## src/rtl/cpwm_pkg.sv

```systemverilog
package cpwm_pkg;
  localparam int ADDR_W = 4;
  localparam int NPH = 3;
  localparam int DUTY_BASE = 6;
  localparam int DBUF_BASE = 9;

  typedef enum logic [ADDR_W-1:0] {
    A_RUN      = 4'd0,
    A_DEAD     = 4'd1,
    A_HALF     = 4'd2,
    A_HALF_BUF = 4'd3,
    A_LIM      = 4'd4,
    A_LIM_BUF  = 4'd5,
    A_CFG      = 4'd12,
    A_OEN      = 4'd13,
    A_PRE_HI   = 4'd14,
    A_PRE_LO   = 4'd15
  } reg_addr_e;

  typedef struct packed {
    logic bypass;
    logic tog_en;
    logic lvl_n;
    logic lvl_p;
  } cfg_t;
endpackage

```

## src/rtl/cpwm_tri_cnt.sv

```systemverilog
module cpwm_tri_cnt #(
  parameter int CW = 16
) (
  input  logic          clk,
  input  logic          rst_n,
  input  logic          run,
  input  logic          load,
  input  logic [CW-1:0] load_val,
  input  logic [CW-1:0] lo,
  input  logic [CW-1:0] hi,
  output logic [CW-1:0] cnt,
  output logic          at_hi,
  output logic          at_lo
);
  logic up;

  always_ff @(posedge clk or negedge rst_n) begin
    if (!rst_n) begin
      cnt <= '0;
      up  <= 1'b1;
    end else if (load) begin
      cnt <= load_val;
      up  <= 1'b1;
    end else if (run) begin
      if (up) begin
        if (cnt >= hi) begin
          cnt <= cnt - 1'b1;
          up  <= 1'b0;
        end else begin
          cnt <= cnt + 1'b1;
        end
      end else begin
        if (cnt <= lo) begin
          cnt <= cnt + 1'b1;
          up  <= 1'b1;
        end else begin
          cnt <= cnt - 1'b1;
        end
      end
    end
  end

  assign at_hi = up && (cnt >= hi);
  assign at_lo = !up && (cnt <= lo);

  // a running counter moves by exactly one each cycle
  assert_unit_step_R4: assert property (@(posedge clk) disable iff (!rst_n)
    run |=> (cnt == $past(cnt) + 1'b1) || (cnt == $past(cnt) - 1'b1));
endmodule

```

## src/rtl/cpwm_regs.sv

```systemverilog
module cpwm_regs import cpwm_pkg::*; #(
  parameter int CW = 16
) (
  input  logic                   clk,
  input  logic                   rst_n,
  input  logic                   wr_en,
  input  logic [ADDR_W-1:0]      wr_addr,
  input  logic [CW-1:0]          wr_data,
  input  logic                   xfer,
  output logic                   run,
  output logic [CW-1:0]          dead,
  output logic [CW-1:0]          half,
  output logic [CW-1:0]          limit,
  output logic [NPH-1:0][CW-1:0] duty,
  output cfg_t                   cfg,
  output logic [2*NPH-1:0]       oen,
  output logic                   ld_hi,
  output logic                   ld_lo
);
  logic [CW-1:0]          half_b, lim_b;
  logic [NPH-1:0][CW-1:0] duty_b;
  logic                   stopped;

  assign stopped = !run;
  assign ld_hi = wr_en && stopped && (wr_addr == A_PRE_HI);
  assign ld_lo = wr_en && stopped && (wr_addr == A_PRE_LO);

  always_ff @(posedge clk or negedge rst_n) begin
    if (!rst_n) begin
      run    <= 1'b0;
      dead   <= '0;
      half   <= '0;
      limit  <= '0;
      half_b <= '0;
      lim_b  <= '0;
      duty   <= '0;
      duty_b <= '0;
      cfg    <= '{bypass: 1'b0, tog_en: 1'b0, lvl_n: 1'b1, lvl_p: 1'b1};
      oen    <= '0;
    end else begin
      if (xfer) begin
        half  <= half_b;
        limit <= lim_b;
        duty  <= duty_b;
      end
      if (wr_en) begin
        case (wr_addr)
          A_RUN:      run <= wr_data[0];
          A_DEAD:     if (stopped) dead <= wr_data;
          A_HALF:     if (stopped) half <= wr_data;
          A_HALF_BUF: half_b <= wr_data;
          A_LIM:      if (stopped) limit <= wr_data;
          A_LIM_BUF:  lim_b <= wr_data;
          A_CFG:      if (stopped) cfg <= cfg_t'(wr_data[3:0]);
          A_OEN:      oen <= wr_data[2*NPH-1:0];
          default:    ;
        endcase
        for (int i = 0; i < NPH; i++) begin
          if (stopped && (wr_addr == ADDR_W'(DUTY_BASE + i))) duty[i] <= wr_data;
          if (wr_addr == ADDR_W'(DBUF_BASE + i)) duty_b[i] <= wr_data;
        end
      end
    end
  end

  // active duties change while running only through a turn-point transfer
  assert_duty_hold_R7: assert property (@(posedge clk) disable iff (!rst_n)
    (run && !xfer) |=> $stable(duty));
  // locked settings keep their value while running
  assert_locked_R2: assert property (@(posedge clk) disable iff (!rst_n)
    run |=> ($stable(dead) && $stable(cfg)));
endmodule

```

## src/rtl/cpwm_phase.sv

```systemverilog
module cpwm_phase #(
  parameter int CW = 16
) (
  input  logic          clk,
  input  logic          rst_n,
  input  logic          run,
  input  logic [CW-1:0] c_hi,
  input  logic [CW-1:0] c_lo,
  input  logic [CW-1:0] duty,
  input  logic          bypass,
  input  logic          lvl_p,
  input  logic          lvl_n,
  input  logic          en_p,
  input  logic          en_n,
  output logic          pin_p,
  output logic          pin_n
);
  logic over_hi, over_lo, act_p, act_n;

  always_comb begin
    over_hi = c_hi > duty;
    over_lo = c_lo > duty;
    act_p   = run && over_hi && over_lo;
    if (bypass) act_n = run && !(over_hi && over_lo);
    else        act_n = run && !over_hi && !over_lo;
    pin_p = en_p && (act_p ~^ lvl_p);
    pin_n = en_n && (act_n ~^ lvl_n);
  end

  // the positive side never turns on straight after the negative side
  assert_dead_gap_R6: assert property (@(posedge clk) disable iff (!rst_n)
    (!bypass && $rose(act_p) && $stable(duty)) |-> $past(!act_n));
endmodule

```

## src/rtl/cpwm_gen.sv

```systemverilog
module cpwm_gen import cpwm_pkg::*; #(
  parameter int CW = 16
) (
  input  logic              clk,
  input  logic              rst_n,
  input  logic              wr_en,
  input  logic [ADDR_W-1:0] wr_addr,
  input  logic [CW-1:0]     wr_data,
  output logic [NPH-1:0]    pwm_p,
  output logic [NPH-1:0]    pwm_n,
  output logic              sync_tog
);
  logic                   run, ld_hi, ld_lo, xfer;
  logic [CW-1:0]          dead, half, limit, c_hi, c_lo;
  logic [NPH-1:0][CW-1:0] duty;
  cfg_t                   cfg;
  logic [2*NPH-1:0]       oen;
  logic                   crest_hi, trough_hi, crest_lo, trough_lo;
  logic                   tog_q;

  cpwm_regs #(.CW(CW)) u_regs (
    .clk, .rst_n, .wr_en, .wr_addr, .wr_data, .xfer,
    .run, .dead, .half, .limit, .duty, .cfg, .oen, .ld_hi, .ld_lo
  );

  cpwm_tri_cnt #(.CW(CW)) u_cnt_hi (
    .clk, .rst_n, .run, .load(ld_hi), .load_val(wr_data),
    .lo(dead), .hi(limit), .cnt(c_hi), .at_hi(crest_hi), .at_lo(trough_hi)
  );

  cpwm_tri_cnt #(.CW(CW)) u_cnt_lo (
    .clk, .rst_n, .run, .load(ld_lo), .load_val(wr_data),
    .lo('0), .hi(half), .cnt(c_lo), .at_hi(crest_lo), .at_lo(trough_lo)
  );

  assign xfer = run && (crest_lo || trough_lo);

  for (genvar i = 0; i < NPH; i++) begin : g_phase
    cpwm_phase #(.CW(CW)) u_phase (
      .clk, .rst_n, .run, .c_hi, .c_lo, .duty(duty[i]),
      .bypass(cfg.bypass), .lvl_p(cfg.lvl_p), .lvl_n(cfg.lvl_n),
      .en_p(oen[i]), .en_n(oen[NPH+i]),
      .pin_p(pwm_p[i]), .pin_n(pwm_n[i])
    );
  end

  always_ff @(posedge clk or negedge rst_n) begin
    if (!rst_n) tog_q <= 1'b0;
    else if (run && cfg.tog_en && crest_lo) tog_q <= !tog_q;
  end
  assign sync_tog = tog_q;

  // counters hold their offset and turn in the same cycle
  assert_offset_R3: assert property (@(posedge clk) disable iff (!rst_n)
    run |-> ((c_hi - c_lo) == dead));
  assert_turn_sync_R3: assert property (@(posedge clk) disable iff (!rst_n)
    run |-> ((crest_hi == crest_lo) && (trough_hi == trough_lo)));
  // the toggle output moves only after a crest
  assert_tog_crest_R11: assert property (@(posedge clk) disable iff (!rst_n)
    !$stable(tog_q) |-> $past(run && crest_lo));
endmodule

```

## config.mk

```make
export PLATFORM = sky130hd
export DESIGN_NAME = cpwm_gen
export DESIGN_NICKNAME = d
export VERILOG_FILES = /design/src/rtl/cpwm_pkg.sv /design/src/rtl/cpwm_tri_cnt.sv /design/src/rtl/cpwm_regs.sv /design/src/rtl/cpwm_phase.sv /design/src/rtl/cpwm_gen.sv
export SDC_FILE = /design/constraint.sdc
export NUM_CORES = 1
export LEC_CHECK = 0
export CAP_MARGIN = 40
export CORE_AREA = 4 4 155 157
export CTS_CLUSTER_DIAMETER = 120
export CTS_CLUSTER_SIZE = 8
export DETAILED_ROUTE_END_ITERATION = 10
export DIE_AREA = 0 0 159 161
export PLACE_DENSITY = 0.82
export SLEW_MARGIN = 20
export SYNTH_ARGS = -nofsm -noshare
export SYNTH_HDL_FRONTEND = slang
export SYNTH_SLANG_ARGS = --single-unit
```

## constraint.sdc

```tcl
create_clock -name clk -period 3.3 [get_ports clk]
set_clock_uncertainty 0.05 [all_clocks]
set_input_delay 0.495 -clock clk [delete_from_list [all_inputs] [get_ports clk]]
set_output_delay 0.495 -clock clk [all_outputs]
set_load 0.02 [all_outputs]
```

### Word-level counts from Yosys, hierarchy flattened

Cells that the tools add are included.

* eq/ne operators: 15
* reductions and logical operators: 60
* bitwise logic cells: 7
* mux-type cells: 36
* magnitude comparators: 10
* add/sub/neg operators: 4

Operator list (count)
* $mux 16: 21
* $gt 16x16->1: 6
* $mux 48: 2
* $logic_and 1x1->1: 35
* $add 16x1->16 const B: 2
* $eq 4x4->1 const B: 8
* $ge 16x16->1: 2
* $sub 16x1->16 const B: 2
* $eq 4x3->1 const B: 4
* $le 16x1->1 const B: 1
* $le 16x16->1: 1
* $reduce_and 2->1: 7
* $mux 1: 13
* $logic_not 1->1: 12
* $eq 4x2->1 const B: 2
* $reduce_and 3->1: 2
* $xnor 1x1->1: 6
* $eq 4x1->1 const B: 1
* $logic_not 4->1: 1
* $reduce_bool 2->1: 2
* $logic_or 1x1->1: 1
* $not 1->1: 1

* input port bits: 23
* logic and storage cells: 154
* flip-flop bits (word level): 222

### Depth between registers and ports, before layout

Gate-level depths: netlist of run 1.

* word-level depth: 8
* depth in mapped cells: 11

### Hierarchy

From an unflattened synthesis of run 1, not the netlist that was laid out.

* cells, all modules: 1467
* area total of the unflattened synthesis: 15253.4 µm²

Modules (own cells, without submodules)
* cpwm_regs: times used 1, cells an instance 521, sequential area each 4682.0 µm², area each 8129.0 µm²
* cpwm_phase: times used 3, cells an instance 111, sequential area each 0.0 µm², area each 862.1 µm²
* cpwm_tri_cnt at u_cnt_lo: times used 1, cells an instance 307, sequential area each 426.7 µm², area each 2247.2 µm²
* cpwm_tri_cnt at u_cnt_hi: times used 1, cells an instance 301, sequential area each 426.7 µm², area each 2240.9 µm²
* cpwm_gen: times used 1, cells an instance 5, sequential area each 25.0 µm², area each 50.0 µm²

### Worst setup path after synthesis of run 1

OpenSTA, ideal clock, no wires.

* path type: reg2reg
* start point: reg u_cnt_lo.cnt[15]
* end point: reg u_cnt_lo.cnt[6]
* arrival: 2642 ps
* stages on the path, launching flop included: 10
* setup slack: 482 ps
* buffers on the path: 1
* required time: 3124 ps
* path through: dfrtp_1 ha_1 and4_1 nand2_1 o311a_1 a31oi_1 buf_2 mux2_2 a21o_1 a221o_1

* longest elaborated chain between the ends: 5
* elaborated cells on any way between the ends: 7
* those cells by class: order compare: 2; mux: 5

Ends and longest elaborated chain
* start, declared: RTL line cpwm_tri_cnt.sv:11 `output logic [CW-1:0] cnt,`
* start signal, assigned: RTL line cpwm_tri_cnt.sv:22 `cnt <= load_val;`
* start signal, assigned: RTL line cpwm_tri_cnt.sv:27 `cnt <= cnt - 1'b1;`
* start signal, assigned: RTL line cpwm_tri_cnt.sv:30 `cnt <= cnt + 1'b1;`
* $le 16x1->1 / $ge 16x16->1 (equally long branches): RTL line cpwm_tri_cnt.sv:33, cpwm_tri_cnt.sv:26
* $mux 16 (on tied branches): RTL line cpwm_tri_cnt.sv:33, cpwm_tri_cnt.sv:26
* $mux 16 *: RTL line cpwm_tri_cnt.sv:25 `if (up) begin`
* $mux 16 *: RTL line cpwm_tri_cnt.sv:24 `end else if (run) begin`
* $mux 16 *: RTL line cpwm_tri_cnt.sv:21 `end else if (load) begin`

Every way passes the cells marked *; elsewhere a longest branch is shown, timed or not. The select of a mux whose other input is x is not followed.
A chain may end at the register's enable or synchronous reset.

### Worst setup path in the final report of run 1

* start point: reg u_regs.duty[31] (netlist bit)
* end point: out pwm_p[1]

* longest elaborated chain between the ends: 5
* elaborated cells on any way between the ends: 6
* those cells by class: order compare: 2; bitwise: 1; reduce/logical: 3

Ends and longest elaborated chain
* start, declared: RTL line cpwm_regs.sv:14 `output logic [NPH-1:0][CW-1:0] duty,`
* start signal, assigned: RTL line cpwm_regs.sv:44 `duty <= duty_b;`
* start signal, assigned by index: RTL line cpwm_regs.sv:59 `if (stopped && (wr_addr == ADDR_W'(DUTY_BASE + i))) duty[i] <= wr_data;`
* $gt 16x16->1: RTL line cpwm_phase.sv:21 `over_hi = c_hi > duty;`
* $logic_and 1x1->1: RTL line cpwm_phase.sv:23 `act_p = run && over_hi && over_lo;`
* $logic_and 1x1->1 *: RTL line cpwm_phase.sv:23
* $xnor 1x1->1 *: RTL line cpwm_phase.sv:26 `pin_p = en_p && (act_p ~^ lvl_p);`
* $logic_and 1x1->1 *: RTL line cpwm_phase.sv:26
* end, declared: RTL line cpwm_gen.sv:9 `output logic [NPH-1:0] pwm_p,`

Every way passes the cells marked *; elsewhere a longest branch is shown, timed or not.

==> results of run 1 <==
-- state kept, by name, summed over array words and instances (netlist names) --
signal and count:
u_regs.duty 48, u_regs.run 1, u_cnt_hi.cnt 16, u_cnt_lo.cnt 16, u_cnt_hi.up 1, u_regs.lim_b 16, u_regs.cfg 4, u_regs.half 16
sync_tog 1, u_regs.oen 6, u_regs.duty_b 48, u_regs.half_b 16, u_cnt_lo.up 1, u_regs.limit 16, u_regs.dead 16
-- Yosys cell counts (31+ instances only) --
master and n:
nand4_1 43, inv_1 107, a21oi_1 62, nor3_1 31
nor2_1 43, clkbuf_1 59, nand2_1 134, ha_1 149
dfrtp_1 218, o21ai_0 109, mux2i_1 100, mux2_2 107
-- kinds of logic (layout without fill, tap and decap cells) --
family                   after synthesis  after routing  synth area share [%]
AO/OA/AOI/OAI                        301            301                  13.5
XOR/XNOR                              10             10                 0.612
adder cells (fa/ha/maj)              149            149                  13.0
buffers and inverters                189            287                  5.27
flip-flops                           222            222                  38.9
multiplexers                         207            207                  15.4
other                                  0              2                     0
AND/OR/NAND/NOR                      372            372                  13.3
-- routing by layer --
layer / share of wire [%] / GRT usage (%) / vias up
li1: - / - / 5439
met1: 40 / 41.9 / 5884
met2: 46 / 49.5 / 636
met3: 9.0 / 6.07 / 170
met4: 5.0 / 13.7 / 0
met5: 0 / 0 / -
-- power breakdown --
part	leakage (nW)	total [mW]	internal, mW	switching, mW
combinational	4.37	7.88	3.43	4.46
clock	0.421	2.95	1.76	1.19
sequential	2.69	4.63	3.75	0.883
-- worst register-to-register path, cell delays in order, from the launching register on --
cell,delay (ns)
dfrtp_2,0.47
buf_4,0.19
ha_1,0.31
and4_1,0.28
nand2_1,0.09
o311a_4,0.40
a21boi_0,0.26
o21a_4,0.27
buf_12,0.27
mux2i_1,0.32
o21ai_0,0.13
-- timing repair --
item                       in CTS  in global routing
setup endpoints to repair       6                 54
buffers inserted                6                  7
pin swaps                      15                 32
hold buffers                    1                  0
gates resized for setup        64                 61
hold endpoints to repair       28                  0
-- worst paths after layout --
kind                       depth (start not counted)  slack, ns                            to
setup / recovery                                   9      -0.08                      pwm_p[1]
hold / removal                                     2       0.33  u_regs.lim_b[11]$_DFFE_PN0P_
setup reg to reg                                  10       0.07     u_regs.limit[4]$_DFF_PN0_
hold reg to reg                                    1       0.43          sync_tog$_DFFE_PN0P_
max in group asynchronous                          3       2.00   u_cnt_lo.cnt[1]$_DFFE_PN0P_
min in group clk                                   1       0.43          sync_tog$_DFFE_PN0P_
-- layout make-up --
type	count	area share (%)
multi-input cells	1039	50.6
flip-flops and latches	222	33.2
repair buffers	124	6.43
clock buffers	55	5.21
inverters	107	2.39
well taps	285	2.12
clock inverters	1	0.0521
diodes	2	0.0298
==> results.json, run 1 <==
{
  "status": "complete, but fails checks",
  "failed_checks": "setup timing",
  "drt-wirelength-per-cell_um": 22.6,
  "drc": 0,
  "final_area_um2": 16800,
  "fin_cells": 1835,
  "dpl_cell_area_um2": 15300,
  "grt_pass1_vias": 12100,
  "timing.final.crit_period_ns": 3.38,
  "clkSlewWorstSetupHoldPaths_ns": 0.05,
  "critPathBufInv": 2,
  "num_vias": 12100,
  "grt_pass1_wl_um": 64800,
  "p_leak_nw": 7.48,
  "cpPeakStageDelay_ns": 0.35,
  "cts.path.max_buffers": 3,
  "antenna_found_initial": 1,
  "initial_utilization_pct": 63.6,
  "tns_ns": -0.248,
  "synth-main-ff-cell": "dfrtp_1",
  "final_max_slew_viol_count": 0,
  "path_cells": "inv_1, ha_1, nand4_1, a21oi_2, a211oi_2, a21oi_2, nand4_1, a21boi_2, buf_6",
  "core_um2": 22500,
  "numCtsBuffers": 31,
  "async_reset_ff_share_pct": 100,
  "viasPerCell": 6.61,
  "root_buffer": "clkbuf_16",
  "ys_seq_area_share_pct": 38.9,
  "fin_util_pct": 74.6,
  "fp.dieW_um": 159,
  "p_per_area_nw_per_um2": 921,
  "regArea_um2": 5570,
  "ys_ff_latch": 222,
  "drt-total-wl_um": 41500,
  "post-route-period-util_pct": 102,
  "cp_top_family": "compound AO/OA/AOI/OAI gates",
  "finalHoldViolCount": 0,
  "yosysTopAreaCellShare_pct": 38.1,
  "hp-class": "input port to asynchronous set/reset pin",
  "whs_ns": 0.326,
  "port_buffers": 29,
  "vdd_drop_max_mv": 0.382,
  "die_area_um2": 25600,
  "syn_inst": 1450,
  "tritoncts": "done",
  "critPathLaunch": "u_regs.duty[31]$_DFF_PN0_",
  "pre_cts_ws_ns": -0.0425,
  "required_ns": 2.75,
  "timing.final.ws_setup_ns": -0.0778,
  "synth_nets": 1622,
  "layout-drive-gt1-share_pct": 22.4,
  "final_nets": 1697,
  "area_growth_pct": 17.4,
  "nFillCells": 1470,
  "synth.avg_cell_area_um2": 9.87,
  "syn-cell-area_um2": 14300,
  "slew_headroom_pct": 38.3,
  "die_h_um": 161,
  "drt_iter0_drc": 1316,
  "insertion_delay_ns": 0.57,
  "gr-total-overflow": 0,
  "clock_sinks": 222,
  "ant_nets": 0,
  "cp_slowest_cell": "dfrtp_1",
  "crit_path_end_kind": "primary output",
  "r2r_start": "u_cnt_lo.cnt[11]$_DFFE_PN0P_",
  "synth.area.top_cells": "dfrtp_1 (38%), ha_1 (13%), mux2_2 (8.4%)",
  "synth_edf_count": 0,
  "grt_max_degree": 100,
  "synth_cell_types": 71,
  "rsz0062_at_grt": "yes",
  "worst-setup-path-type": "flip-flop to primary output",
  "tightestPinTransition_ns": 0.922,
  "drtPass1Iterations": 7,
  "yosys_warnings": 0,
  "rows": 55,
  "worstPathArrival_ns": 2.83,
  "placedCellCount": 1763,
  "final_cell_mix": "dfrtp_1 (208), ha_1 (136), nand2_1 (134), o21ai_0 (108), mux2_2 (107)",
  "hpwl_um": 27800,
  "totalPowerFinal_mw": 15.5,
  "grt_usage_pct": 31.1,
  "synth_area_leader_cell": "dfrtp_1",
  "maxCapViolations": 0,
  "cp-start-kind": "flip-flop",
  "final_common_cell": "dfrtp_1",
  "fmax_mhz": 296,
  "multi_input_area_um2": 8500,
  "htreeDepth": 1,
  "place.gp.congestion": 0.969,
  "io_pins": 30,
  "setup_viol": 6,
  "path_max_fanout": 4
}
Note: power is estimated with default switching activity, not from simulation.
==> inputs of run 2 (changes only) <==
--- a/config.mk
+++ b/config.mk
@@ -11,6 +11,7 @@
 export CTS_CLUSTER_SIZE = 8
 export DETAILED_ROUTE_END_ITERATION = 10
 export DIE_AREA = 0 0 159 161
+export GPL_ROUTABILITY_DRIVEN = 0
 export PLACE_DENSITY = 0.82
 export SLEW_MARGIN = 20
 export SYNTH_ARGS = -nofsm -noshare
==> results.json, run 2 (synthesis results as in run 1) <==
{
  "numCtsBuffers": 31,
  "slew_headroom_pct": 41.4,
  "placedCellCount": 1759,
  "critPathLaunch": "u_cnt_lo.cnt[10]$_DFFE_PN0P_",
  "insertion_delay_ns": 0.56,
  "tritoncts": "done",
  "failed_checks": "setup timing",
  "final_common_cell": "dfrtp_1",
  "nFillCells": 1396,
  "fin_cells": 1839,
  "final_max_slew_viol_count": 0,
  "totalPowerFinal_mw": 15.8,
  "final_nets": 1699,
  "clock_sinks": 222,
  "vdd_drop_max_mv": 0.517,
  "grt_usage_pct": 30.9,
  "grt_max_degree": 86,
  "worstPathArrival_ns": 2.84,
  "fp.dieW_um": 159,
  "required_ns": 2.75,
  "gr-total-overflow": 0,
  "final_area_um2": 16900,
  "area_growth_pct": 17.9,
  "status": "complete, but fails checks",
  "p_per_area_nw_per_um2": 936,
  "htreeDepth": 1,
  "timing.final.ws_setup_ns": -0.0828,
  "hold_start": "sync_tog$_DFFE_PN0P_",
  "timing.final.crit_period_ns": 3.38,
  "drt-wirelength-per-cell_um": 23.2,
  "tightestPinTransition_ns": 0.876,
  "worst-setup-path-type": "flip-flop to primary output",
  "finalHoldViolCount": 0,
  "layout-drive-gt1-share_pct": 22.9,
  "reg_top3": "u_regs.duty: 48 flops, u_regs.duty_b: 48 flops",
  "whs_ns": 0.422,
  "antenna_found_initial": 1,
  "fmax_mhz": 296,
  "path_max_fanout": 4,
  "setup_viol": 5,
  "port_buffers": 29,
  "drt_iter0_drc": 1435,
  "cts.path.max_buffers": 3,
  "core_um2": 22500,
  "pre_cts_ws_ns": -0.0619,
  "num_vias": 12300,
  "die_h_um": 161,
  "drc": 0,
  "final_cell_mix": "dfrtp_1 (211), nand2_1 (134), ha_1 (133), o21ai_0 (108), mux2_2 (107)",
  "drtPass1Iterations": 6,
  "hp-class": "flip-flop to flip-flop",
  "r2r_start": "u_cnt_lo.cnt[15]$_DFFE_PN0P_",
  "die_area_um2": 25600,
  "initial_utilization_pct": 63.6,
  "ant_nets": 0,
  "crit_path_end_kind": "primary output",
  "p_leak_nw": 7.49,
  "clkSlewWorstSetupHoldPaths_ns": 0.06,
  "post-route-period-util_pct": 103,
  "tns_ns": -0.278,
  "fin_util_pct": 75.0,
  "root_buffer": "clkbuf_16",
  "grt_pass1_vias": 12000,
  "grt_pass1_wl_um": 64600,
  "drt-total-wl_um": 42600,
  "maxCapViolations": 0,
  "dpl_cell_area_um2": 15300,
  "rows": 55,
  "cp-start-kind": "flip-flop",
  "viasPerCell": 6.70,
  "hpwl_um": 27200,
  "io_pins": 30,
  "rsz0062_at_grt": "yes"
}
## run 2: worst paths after layout
path / end / slack (ns) / cells past startpoint
hold reg to reg: sync_tog$_DFFE_PN0P_ / 0.42 / 1
setup / recovery: pwm_p[1] / -0.08 / 9
hold / removal: sync_tog$_DFFE_PN0P_ / 0.42 / 1
min in group asynchronous: u_regs.lim_b[11]$_DFFE_PN0P_ / 0.48 / 2
setup reg to reg: u_cnt_lo.cnt[2]$_DFFE_PN0P_ / 0.08 / 10
max in group asynchronous: u_regs.cfg[0]$_DFFE_PN1P_ / 1.89 / 3
## run 2: repair_timing
action / CTS / global route
endpoints found under the setup margin: 6 / 7
hold buffers: 1 / 0
endpoints found under the hold margin: 81 / 0
pin swaps: 12 / 50
setup buffers: 5 / 13
gates resized for setup: 57 / 75
## run 2: area by class of cell
| class | count | area [um2] | area share, % |
|---|---|---|---|
| Sequential cell | 222 | 5570 | 33.0 |
| Clock inverter | 1 | 8.76 | 0.0519 |
| Inverter | 107 | 402 | 2.38 |
| Multi-Input combinational cell | 1039 | 8520 | 50.5 |
| Antenna cell | 2 | 5.00 | 0.0297 |
| Timing Repair Buffer | 126 | 1120 | 6.63 |
| Tap cell | 285 | 357 | 2.11 |
| Clock buffer | 57 | 883 | 5.24 |
## run 2: worst max-delay path: stages (launching register included)
cell,delay [ns]
dfrtp_2,0.45
ha_1,0.33
nand4_1,0.23
buf_4,0.24
nor4_4,0.25
buf_4,0.20
nor2_4,0.06
a31o_2,0.25
a21boi_2,0.14
buf_6,0.13
## run 2: power breakdown
group	switching [mW]	total, mW	internal [mW]
clock	1.21	2.98	1.77
combinational	4.62	8.17	3.56
sequential	0.884	4.63	3.75
## run 2: layer usage
layer  up-vias  part of all wire, %  GRT usage, %
met5         -                    0             0
met4         0                  5.3          13.2
met3       197                  9.7          5.77
met2       725                   45          48.7
met1      5974                   40          42.4
li1       5428                    -             -
